### config.mk
export PLATFORM = sky130hd
export DESIGN_NAME = sdram_burst_engine
export DESIGN_NICKNAME = d
export VERILOG_FILES = /design/src/rtl/sbe_pkg.sv /design/src/rtl/sbe_mode_reg.sv /design/src/rtl/sbe_burst_ctrl.sv /design/src/rtl/sbe_read_pipe.sv /design/src/rtl/sdram_burst_engine.sv
export SDC_FILE = /design/constraint.sdc
export NUM_CORES = 1
export LEC_CHECK = 0
export CORE_ASPECT_RATIO = 1.75
export CORE_MARGIN = 3
export CORE_UTILIZATION = 30
export DETAILED_ROUTE_END_ITERATION = 12
export PLACE_DENSITY_LB_ADDON = 0.3
export SLEW_MARGIN = 20
export SYNTH_ARGS = -nofsm -noshare
export SYNTH_HDL_FRONTEND = slang
export SYNTH_SLANG_ARGS = --single-unit
### constraint.sdc
create_clock -name clk -period 5.5 [get_ports clk]
set_clock_uncertainty 0.1 [all_clocks]
set_input_delay 1.65 -clock clk [delete_from_list [all_inputs] [get_ports clk]]
set_output_delay 1.65 -clock clk [all_outputs]
set_load 0.005 [all_outputs]
### src/rtl/sbe_pkg.sv
package sbe_pkg;

  typedef enum logic [2:0] {
    CMD_IDLE  = 3'd0,
    CMD_MODE  = 3'd1,
    CMD_READ  = 3'd2,
    CMD_WRITE = 3'd3,
    CMD_STOP  = 3'd4
  } sbe_cmd_e;

  // mode word: [4] latency 3, [3] interleave, [2:0] length code
  typedef struct packed {
    logic       lat3;
    logic       intl;
    logic [2:0] len_code;
  } sbe_mode_t;

  localparam logic [2:0] LEN_FULL = 3'd4;

  function automatic logic mode_legal(input sbe_mode_t m);
    return (m.len_code < LEN_FULL) || ((m.len_code == LEN_FULL) && !m.intl);
  endfunction

endpackage

### src/rtl/sbe_mode_reg.sv
module sbe_mode_reg
  import sbe_pkg::*;
(
  input  logic      clk,
  input  logic      rst_n,
  input  logic      load_i,
  input  logic      busy_i,
  input  sbe_mode_t mode_i,
  output sbe_mode_t mode_o,
  output logic      err_o
);

  sbe_mode_t mode_q, mode_d;
  logic      err_q, err_d;
  logic      mode_en;

  assign mode_en = load_i && !busy_i;

  always_comb begin
    mode_d = mode_q;
    if (mode_en) mode_d = mode_i;
    err_d = load_i && busy_i;
  end

  always_ff @(posedge clk or negedge rst_n) begin
    if (!rst_n) begin
      mode_q <= '0;
      err_q  <= 1'b0;
    end else begin
      if (mode_en) mode_q <= mode_d;
      err_q <= err_d;
    end
  end

  assign mode_o = mode_q;
  assign err_o  = err_q;

  // idle load takes effect next cycle
  assert_idle_load_R2: assert property (@(posedge clk) disable iff (!rst_n)
    (load_i && !busy_i) |=> (mode_o == $past(mode_i)));

  // busy load leaves mode untouched and flags
  assert_busy_load_ignored_R3: assert property (@(posedge clk) disable iff (!rst_n)
    (load_i && busy_i) |=> ($stable(mode_o) && err_o));

endmodule

### src/rtl/sbe_burst_ctrl.sv
module sbe_burst_ctrl
  import sbe_pkg::*;
#(
  parameter int COL_W  = 9,
  parameter int BANK_W = 2
) (
  input  logic              clk,
  input  logic              rst_n,
  input  logic              start_i,
  input  logic              start_wr_i,
  input  logic              stop_i,
  input  logic [COL_W-1:0]  col_i,
  input  logic [BANK_W-1:0] bank_i,
  input  sbe_mode_t         mode_i,
  output logic              beat_valid_o,
  output logic [COL_W-1:0]  beat_col_o,
  output logic [BANK_W-1:0] beat_bank_o,
  output logic              beat_write_o,
  output logic              err_o
);

  logic              act_q, act_d;
  logic [COL_W-1:0]  cnt_q, cnt_d;
  logic [COL_W-1:0]  start_q, start_d;
  logic [BANK_W-1:0] bank_q, bank_d;
  logic              wr_q, wr_d;
  logic              err_q, err_d;

  logic              legal;
  logic              full;
  logic              last;
  logic              accept;
  logic [COL_W-1:0]  len_mask;

  assign legal    = mode_legal(mode_i);
  assign full     = (mode_i.len_code == LEN_FULL);
  assign len_mask = full ? '1 : ((COL_W'(1) << mode_i.len_code) - COL_W'(1));
  assign last     = !full && (cnt_q == len_mask);
  assign accept   = start_i && legal;

  always_comb begin
    act_d   = act_q;
    cnt_d   = cnt_q;
    start_d = start_q;
    bank_d  = bank_q;
    wr_d    = wr_q;
    err_d   = 1'b0;
    if (accept) begin
      act_d   = 1'b1;
      cnt_d   = '0;
      start_d = col_i;
      bank_d  = bank_i;
      wr_d    = start_wr_i;
    end else if (stop_i) begin
      act_d = 1'b0;
    end else begin
      err_d = start_i;
      if (act_q) begin
        if (last) act_d = 1'b0;
        else      cnt_d = cnt_q + COL_W'(1);
      end
    end
  end

  always_ff @(posedge clk or negedge rst_n) begin
    if (!rst_n) begin
      act_q   <= 1'b0;
      cnt_q   <= '0;
      start_q <= '0;
      bank_q  <= '0;
      wr_q    <= 1'b0;
      err_q   <= 1'b0;
    end else begin
      act_q <= act_d;
      err_q <= err_d;
      if (accept || act_q) cnt_q <= cnt_d;
      if (accept) begin
        start_q <= start_d;
        bank_q  <= bank_d;
        wr_q    <= wr_d;
      end
    end
  end

  // beat column from start and beat count
  always_comb begin
    if (full)
      beat_col_o = start_q + cnt_q;
    else if (mode_i.intl)
      beat_col_o = start_q ^ (cnt_q & len_mask);
    else
      beat_col_o = (start_q & ~len_mask) | ((start_q + cnt_q) & len_mask);
  end

  assign beat_valid_o = act_q;
  assign beat_bank_o  = bank_q;
  assign beat_write_o = wr_q;
  assign err_o        = err_q;

  // accepted burst shows its own column and bank next cycle
  assert_first_beat_R9: assert property (@(posedge clk) disable iff (!rst_n)
    accept |=> (beat_valid_o && beat_col_o == $past(col_i) && beat_bank_o == $past(bank_i)));

  // stop ends the burst
  assert_stop_ends_R8: assert property (@(posedge clk) disable iff (!rst_n)
    (stop_i && !start_i) |=> !beat_valid_o);

  // illegal request on an idle engine starts nothing
  assert_illegal_idle_R7: assert property (@(posedge clk) disable iff (!rst_n)
    (start_i && !legal && !act_q) |=> (!beat_valid_o && err_o));

  // linear short bursts stay inside the aligned block
  assert_block_wrap_R4: assert property (@(posedge clk) disable iff (!rst_n)
    (beat_valid_o && !full && !mode_i.intl) |-> ((beat_col_o & ~len_mask) == (start_q & ~len_mask)));

endmodule

### src/rtl/sbe_read_pipe.sv
module sbe_read_pipe #(
  parameter int COL_W   = 9,
  parameter int BANK_W  = 2,
  parameter int MAX_LAT = 3
) (
  input  logic              clk,
  input  logic              rst_n,
  input  logic              in_valid_i,
  input  logic [COL_W-1:0]  in_col_i,
  input  logic [BANK_W-1:0] in_bank_i,
  input  logic              lat3_i,
  input  logic              dqm_i,
  output logic              rd_valid_o,
  output logic [COL_W-1:0]  rd_col_o,
  output logic [BANK_W-1:0] rd_bank_o,
  output logic              rd_mask_o,
  output logic              pending_o
);

  localparam int STG      = MAX_LAT - 1;
  localparam int MASK_DLY = 2;

  logic [STG-1:0]    sv_q, sv_d;
  logic [COL_W-1:0]  sc_q [STG];
  logic [COL_W-1:0]  sc_d [STG];
  logic [BANK_W-1:0] sb_q [STG];
  logic [BANK_W-1:0] sb_d [STG];
  logic [MASK_DLY-1:0] msk_q, msk_d;
  int unsigned       tap;

  for (genvar g = 0; g < STG; g++) begin : g_stage
    if (g == 0) begin : g_head
      always_comb begin
        sv_d[g] = in_valid_i;
        sc_d[g] = in_col_i;
        sb_d[g] = in_bank_i;
      end
    end else begin : g_tail
      always_comb begin
        sv_d[g] = sv_q[g-1];
        sc_d[g] = sc_q[g-1];
        sb_d[g] = sb_q[g-1];
      end
    end

    always_ff @(posedge clk or negedge rst_n) begin
      if (!rst_n) begin
        sv_q[g] <= 1'b0;
        sc_q[g] <= '0;
        sb_q[g] <= '0;
      end else begin
        sv_q[g] <= sv_d[g];
        if (sv_d[g]) begin
          sc_q[g] <= sc_d[g];
          sb_q[g] <= sb_d[g];
        end
      end
    end
  end

  assign msk_d = {msk_q[MASK_DLY-2:0], dqm_i};

  always_ff @(posedge clk or negedge rst_n) begin
    if (!rst_n) msk_q <= '0;
    else        msk_q <= msk_d;
  end

  assign tap        = lat3_i ? (STG - 1) : (STG - 2);
  assign rd_valid_o = sv_q[tap];
  assign rd_col_o   = sc_q[tap];
  assign rd_bank_o  = sb_q[tap];
  assign rd_mask_o  = msk_q[MASK_DLY-1];
  assign pending_o  = |sv_q;

  // cycles since reset, for the two-deep look-backs below
  logic [1:0] age_q;
  always_ff @(posedge clk or negedge rst_n) begin
    if (!rst_n)              age_q <= 2'd0;
    else if (age_q != 2'd2)  age_q <= age_q + 2'd1;
  end

  // read mask follows data mask by two cycles
  assert_mask_delay_R11: assert property (@(posedge clk) disable iff (!rst_n)
    (age_q == 2'd2) |-> (rd_mask_o == $past(dqm_i, 2)));

  // latency 2 read data one cycle behind its beat
  assert_lat2_R10: assert property (@(posedge clk) disable iff (!rst_n)
    (!lat3_i && rd_valid_o) |-> ($past(in_valid_i) && rd_col_o == $past(in_col_i)));

  // latency 3 read data two cycles behind its beat
  assert_lat3_R10: assert property (@(posedge clk) disable iff (!rst_n)
    (lat3_i && rd_valid_o && age_q == 2'd2) |-> ($past(in_valid_i, 2) && rd_col_o == $past(in_col_i, 2)));

endmodule

### src/rtl/sdram_burst_engine.sv
module sdram_burst_engine
  import sbe_pkg::*;
#(
  parameter int COL_W   = 9,
  parameter int BANK_W  = 2,
  parameter int MAX_LAT = 3
) (
  input  logic              clk,
  input  logic              rst_n,
  input  logic [2:0]        cmd_i,
  input  logic [BANK_W-1:0] bank_i,
  input  logic [COL_W-1:0]  col_i,
  input  logic [4:0]        mode_i,
  input  logic              dqm_i,
  output logic              beat_valid_o,
  output logic [COL_W-1:0]  beat_col_o,
  output logic [BANK_W-1:0] beat_bank_o,
  output logic              beat_write_o,
  output logic              wr_strobe_o,
  output logic              rd_valid_o,
  output logic [COL_W-1:0]  rd_col_o,
  output logic [BANK_W-1:0] rd_bank_o,
  output logic              rd_mask_o,
  output logic              mode_err_o,
  output logic              burst_err_o
);

  sbe_cmd_e  cmd;
  sbe_mode_t mode_cur;
  logic      is_start, is_write, is_stop, is_load;
  logic      busy, pending;

  assign cmd      = sbe_cmd_e'(cmd_i);
  assign is_write = (cmd == CMD_WRITE);
  assign is_start = (cmd == CMD_READ) || is_write;
  assign is_stop  = (cmd == CMD_STOP);
  assign is_load  = (cmd == CMD_MODE);
  assign busy     = beat_valid_o || pending;

  sbe_mode_reg u_mode (
    .clk    (clk),
    .rst_n  (rst_n),
    .load_i (is_load),
    .busy_i (busy),
    .mode_i (sbe_mode_t'(mode_i)),
    .mode_o (mode_cur),
    .err_o  (mode_err_o)
  );

  sbe_burst_ctrl #(.COL_W(COL_W), .BANK_W(BANK_W)) u_ctrl (
    .clk          (clk),
    .rst_n        (rst_n),
    .start_i      (is_start),
    .start_wr_i   (is_write),
    .stop_i       (is_stop),
    .col_i        (col_i),
    .bank_i       (bank_i),
    .mode_i       (mode_cur),
    .beat_valid_o (beat_valid_o),
    .beat_col_o   (beat_col_o),
    .beat_bank_o  (beat_bank_o),
    .beat_write_o (beat_write_o),
    .err_o        (burst_err_o)
  );

  sbe_read_pipe #(.COL_W(COL_W), .BANK_W(BANK_W), .MAX_LAT(MAX_LAT)) u_rpipe (
    .clk        (clk),
    .rst_n      (rst_n),
    .in_valid_i (beat_valid_o && !beat_write_o),
    .in_col_i   (beat_col_o),
    .in_bank_i  (beat_bank_o),
    .lat3_i     (mode_cur.lat3),
    .dqm_i      (dqm_i),
    .rd_valid_o (rd_valid_o),
    .rd_col_o   (rd_col_o),
    .rd_bank_o  (rd_bank_o),
    .rd_mask_o  (rd_mask_o),
    .pending_o  (pending)
  );

  assign wr_strobe_o = beat_valid_o && beat_write_o && !dqm_i;

endmodule

==> results of run 1 <==
registers in the layout, indices dropped and copies added (netlist names):
name	cells
u_rpipe.sv_d	1
u_rpipe.msk_q	2
u_mode.mode_o	5
u_ctrl.cnt_q	9
u_rpipe.sc_d	9
u_ctrl.beat_bank_o	2
u_rpipe.sb_q	2
u_rpipe.sv_q	1
u_mode.err_o	1
u_ctrl.beat_write_o	1
u_ctrl.err_o	1
u_ctrl.beat_valid_o	1
u_rpipe.sc_q	9
u_ctrl.start_q	9
u_rpipe.sb_d	2
cell families (layout without fill, tap and decap cells):
group	Yosys count	in the layout	synth area share [%]
simple gates	124	124	17.96
compound gates	56	56	12.00
flops	55	55	41.76
buf+inv	36	72	5.733
mux	35	35	11.92
fa+ha+maj	19	19	7.441
xor+xnor	12	12	3.189
cell usage in the layout (no fill, tap or decap), types with 3 or more instances in the layout:
cell type and n:
dfrtp_1 55, nand2_1 54, clkdlybuf4s50_1 49, mux2_2 34, nor2_1 21, ha_1 18
nand3_1 13, a21oi_1 10, o21ai_0 10, inv_1 9, xnor2_1 7, nor3_1 5
xor2_1 5, clkbuf_16 5, a21boi_0 4, nand2b_1 4, a21o_1 4, or3_1 4
and3_1 4, nand4_1 3, o22ai_1 3, o31ai_1 3, o211ai_1 3, buf_4 3
power by group through the flow:
stage	combinational (uW)	clock, uW	sequential (uW)
after floorplan	856	0	666
after global placement	1140	0	767
after detailed placement	1160	0	777
after CTS	1160	362	769
after global routing	1270	374	801
final	1140	348	765
final cells by class:
class                   instances  area, um^2  share of cell area (%)
flip-flops and latches         55        1376                   34.44
well taps                     130       162.7                   4.070
multi-input cells             246        1730                   43.30
clock inverters                 1       30.03                  0.7514
repair buffers                 53       518.0                   12.96
clock buffers                   6       128.9                   3.225
inverters                      12       50.05                   1.252
worst max-delay path, delay by kind of cell, from the launching register on:
| family | cells | cell delay [ps] |
|---|---|---|
| buffers and inverters | 2 | 570 |
| AND/OR/NAND/NOR | 3 | 490 |
| AO/OA/AOI/OAI | 2 | 720 |
| flip-flops | 1 | 430 |
| adder cells (fa/ha/maj) | 2 | 590 |
through the flow:
step	power, uW	area (um^2)	cells	hold slack (ps)
final	2253	3996	503	250.0
after global placement	1909	3837	496	233.3
after floorplan	1521	3296	337	231.2
after detailed placement	1935	3837	496	237.2
after CTS	2294	3996	503	252.6
after global routing	2445	3996	503	253.3
worst paths after layout:
kind                       cells after the start                          end                         start
max                                            9                beat_col_o[8]   u_ctrl.cnt_q[0]$_DFFE_PN0P_
max in group asynchronous                      2   u_rpipe.msk_q[1]$_DFF_PN0_                         rst_n
min in group asynchronous                      2  u_rpipe.sb_q[0]$_DFFE_PN0P_                         rst_n
min                                            0   u_rpipe.msk_q[1]$_DFF_PN0_    u_rpipe.msk_q[0]$_DFF_PN0_
min reg2reg                                    0   u_rpipe.msk_q[1]$_DFF_PN0_    u_rpipe.msk_q[0]$_DFF_PN0_
max reg2reg                                    9  u_ctrl.cnt_q[7]$_DFFE_PN0P_  u_mode.mode_o[2]$_DFFE_PN0P_
layer usage:
| layer | vias up | track usage, % | part of all wire (%) |
|---|---|---|---|
| li1 | 1245 | - | - |
| met1 | 1208 | 13.26 | 39 |
| met2 | 41 | 24.10 | 57 |
| met3 | 11 | 1.473 | 2.3 |
| met4 | 0 | 6.422 | 2.4 |
| met5 | - | 0 | 0 |
==> reports/results.ini, run 1 <==
[run_status]
status=completed

[power]
switching_share_pct=36.67
seq_power_share_pct=33.9
cellPowerDensity_nw_per_um2=563.7
comb_power_share_pct=50.6
p_int_uw=1427
pwr-share-clk_pct=15.5
p_sw_uw=826.1
vdd.ir_drop.worst_uv=184.5
p_leak_uw=0.001796

[timing]
tightestPinTransition_ps=701.6
finalHoldViolCount=0
fin_crit_sh_pct=88.34
maxSlewViolCount=0
fin_ws_ps=641.2
relSlewSlack_pct=53.23
fmax_ghz=0.2058
period_needed_ps=4859
setup_tns_ps=0
rsz0062_at_grt=false
setup_violations=0

[floorplanning]
ios=51
fp.dieH_um=144.7
floorplan.initialDensity_pct=30.81
fp.dieW_um=85.23
design.core.area_um2=10700
dieArea_um2=12330
std_cell_rows=50

[cts]
cts_root_buf=clkbuf_16
clock-sinks=55
cts_tree=done
path_clk_slew_ps=70
numCtsBuffers=5
clk_path_buf_depth=2
cts-resized-gates=0
h-tree-depth=2
hold_buffers=0
insertion_delay_ps=300
cts_setup_buffers=0

[setup_path]
endpoint_kind=output port
crit_type=reg -> out
crit_required_ps=3750
critPathMaxFanout=6
worstPathCellList=ha_1 -> inv_1 -> fa_1 -> nor2b_1 -> o2111ai_1 -> a2111o_1 -> and4_1 -> nor2_1 -> clkdlybuf4s50_1
r2r_slack_ps=2160
arrival_ps=3110
crit_path_max_incr_delay_ps=510
cp_slowest_cell=clkdlybuf4s50_1
cp-start-kind=register

[place]
place.gp.congestion=0.8581
numPortBuffers=50
dp_slack_ps=943.7
place_hpwl_mm=5.894

[finish]
fillCellCount=1075
layout-drive-gt1-share_pct=14.48
fin_nets=414
area_delta_synth_final_pct=21.26
antenna_cells=0
utilization_pct=37.36

[logic_synthesis]
synth.avg_cell_area_um2=9.779
syn_nets=378
synth_top_cells_by_area=dfrtp_1 42%, mux2_2 12%, ha_1 6.8%
synth_cells=337
synth_flop_cell=dfrtp_1
ys_ff_latch=55
synth.most_common_cell=dfrtp_1
yosys.area.top_type=dfrtp_1
ys_top_cells_by_count=55 x dfrtp_1, 54 x nand2_1, 34 x mux2_2
synth.distinct_cells=56
async_flop_share_pct=100.0
netlist_area_um2=3296
ys_seq_area_share_pct=41.76
synth_warnings=0
synth_edf_count=0
yosys.area.top_type_share_pct=41.76

[route]
dr_total_vias=2505
wl_per_cell_um=14.95
vias_per_cell=4.980
totalWireLength_mm=7.522
initialDrtViolationCount=118
drt_first_pass_iters=4
antenna_left=0
drc=0

[global_route]
grt_max_degree=56
grt_pass1_wl_mm=12.24
grt_overflow=0
grt_pass1_vias=2480
grt.total_usage_pct=12.58
antenna_found_initial=0

[run]
drv_cap=0

[min_path]
hp-class=reg -> reg

Power figures use the tool's default switching activity.
==> inputs of run 2 (changes only) <==
GPL_TIMING_DRIVEN = 0   (was not set)
==> reports/results.ini, run 2 (synthesis results as in run 1) <==
[global_route]
grt_overflow=0
grt_max_degree=56
grt.total_usage_pct=13.58
grt_pass1_wl_mm=13.08
antenna_found_initial=0
grt_pass1_vias=2668

[cts]
cts_setup_buffers=0
h-tree-depth=2
path_clk_slew_ps=70
clock-sinks=55
cts_root_buf=clkbuf_16
hold_buffers=0
insertion_delay_ps=290
clk_path_buf_depth=2
cts_tree=done
numCtsBuffers=5
cts-resized-gates=0

[floorplanning]
dieArea_um2=12330
ios=51
fp.dieH_um=144.7
std_cell_rows=50
floorplan.initialDensity_pct=30.81
design.core.area_um2=10700
fp.dieW_um=85.23

[setup_path]
crit_required_ps=3750
endpoint_kind=output port
arrival_ps=3280
cp-start-kind=register
crit_type=reg -> out
critPathMaxFanout=6

[place]
place_hpwl_mm=6.573
place.gp.congestion=0.8535
dp.cells=517
numPortBuffers=50

[route]
dr_total_vias=2523
drt_first_pass_iters=4
totalWireLength_mm=8.117
initialDrtViolationCount=114
antenna_left=0
drc=0
vias_per_cell=4.806
wl_per_cell_um=15.46

[timing]
fin_crit_sh_pct=91.49
relSlewSlack_pct=53.87
setup_violations=0
worst_hold_slack_ps=249.9
maxSlewViolCount=0
period_needed_ps=5032
finalHoldViolCount=0
rsz0062_at_grt=false
fmax_ghz=0.1987
tightestPinTransition_ps=692.0
setup_tns_ps=0

[run_status]
status=completed

[finish]
final_cell_mix=55 x dfrtp_1, 54 x nand2_1, 49 x clkdlybuf4s50_1
fillCellCount=1098
fin_nets=435
antenna_cells=0
utilization_pct=38.27
area_delta_synth_final_pct=24.22
fin_cells=525
final_common_cell=dfrtp_1
layout-drive-gt1-share_pct=15.95

[run]
drv_cap=0

[power]
p_sw_uw=867.6
p_leak_uw=0.001848
comb_power_share_pct=56.7
pwr-share-clk_pct=13.2
cellPowerDensity_nw_per_um2=572.6
seq_power_share_pct=30.1
p_int_uw=1476
switching_share_pct=37.02
vdd.ir_drop.worst_uv=214.1

[min_path]
hp-class=reg -> reg

==> run 2: final cells by class <==
type	count	area, um^2	area share, %
multi-input combinational	246	1730	42.27
buffer	24	138.9	3.392
timing repair buffer	50	498.0	12.16
clock buffer	7	132.6	3.240
sequential	55	1376	33.62
clock inverter	1	5.005	0.1222
tap	130	162.7	3.973
inverter	12	50.05	1.222
==> run 2: metrics by stage <==
step           power, uW  area (um^2)  worst slack (ps)
4_1_cts             2385         4094             466.9
3_5_place_dp        2069         3956             815.8
6_report            2344         4094             467.9
2_1_floorplan       1521         3296              1606
3_3_place_gp        2047         3959             838.2
5_1_grt             2540         4094             340.0
==> run 2: path summary, 6_finish.rpt <==
kind | startpoint | endpoint | slack [ps] | depth (start not counted)
setup / recovery | u_ctrl.cnt_q[0]$_DFFE_PN0P_ | beat_col_o[8] | 470 | 10
hold / removal | u_rpipe.msk_q[0]$_DFF_PN0_ | u_rpipe.msk_q[1]$_DFF_PN0_ | 250 | 0
setup reg to reg | u_mode.mode_o[0]$_DFFE_PN0P_ | u_ctrl.cnt_q[7]$_DFFE_PN0P_ | 2100 | 11
hold reg to reg | u_rpipe.msk_q[0]$_DFF_PN0_ | u_rpipe.msk_q[1]$_DFF_PN0_ | 250 | 0
max in group asynchronous | rst_n | u_rpipe.sc_q[1]$_DFFE_PN0P_ | 3530 | 1
min in group asynchronous | rst_n | u_rpipe.sb_q[1]$_DFFE_PN0P_ | 1300 | 1
==> run 2: power groups by stage <==
stage	clock network, uW	registers (uW)	logic (uW)
2_1_floorplan	0	666	856
3_3_place_gp	0	712	1340
3_5_place_dp	0	719	1350
4_1_cts	317	712	1360
5_1_grt	332	732	1480
6_report	309	707	1330
==> run 2: worst max-delay path, cell delays in order (launching register included) <==
cell and delay (ps):
dfrtp_1 430, ha_1 220, inv_1 70, fa_1 400, nor2b_1 220, o2111ai_1 240
a2111o_1 510, and4_1 220, nor2_1 90, buf_4 110, clkdlybuf4s50_1 480
==> run 2: layer usage <==
| layer | global-route usage, % | up-vias | routed length (um) |
|---|---|---|---|
| met2 | 27.95 | 33 | 4724 |
| li1 | - | 1293 | - |
| met5 | 0 | - | 0 |
| met3 | 1.586 | 10 | 131 |
| met1 | 13.49 | 1187 | 3081 |
| met4 | 4.921 | 0 | 179 |
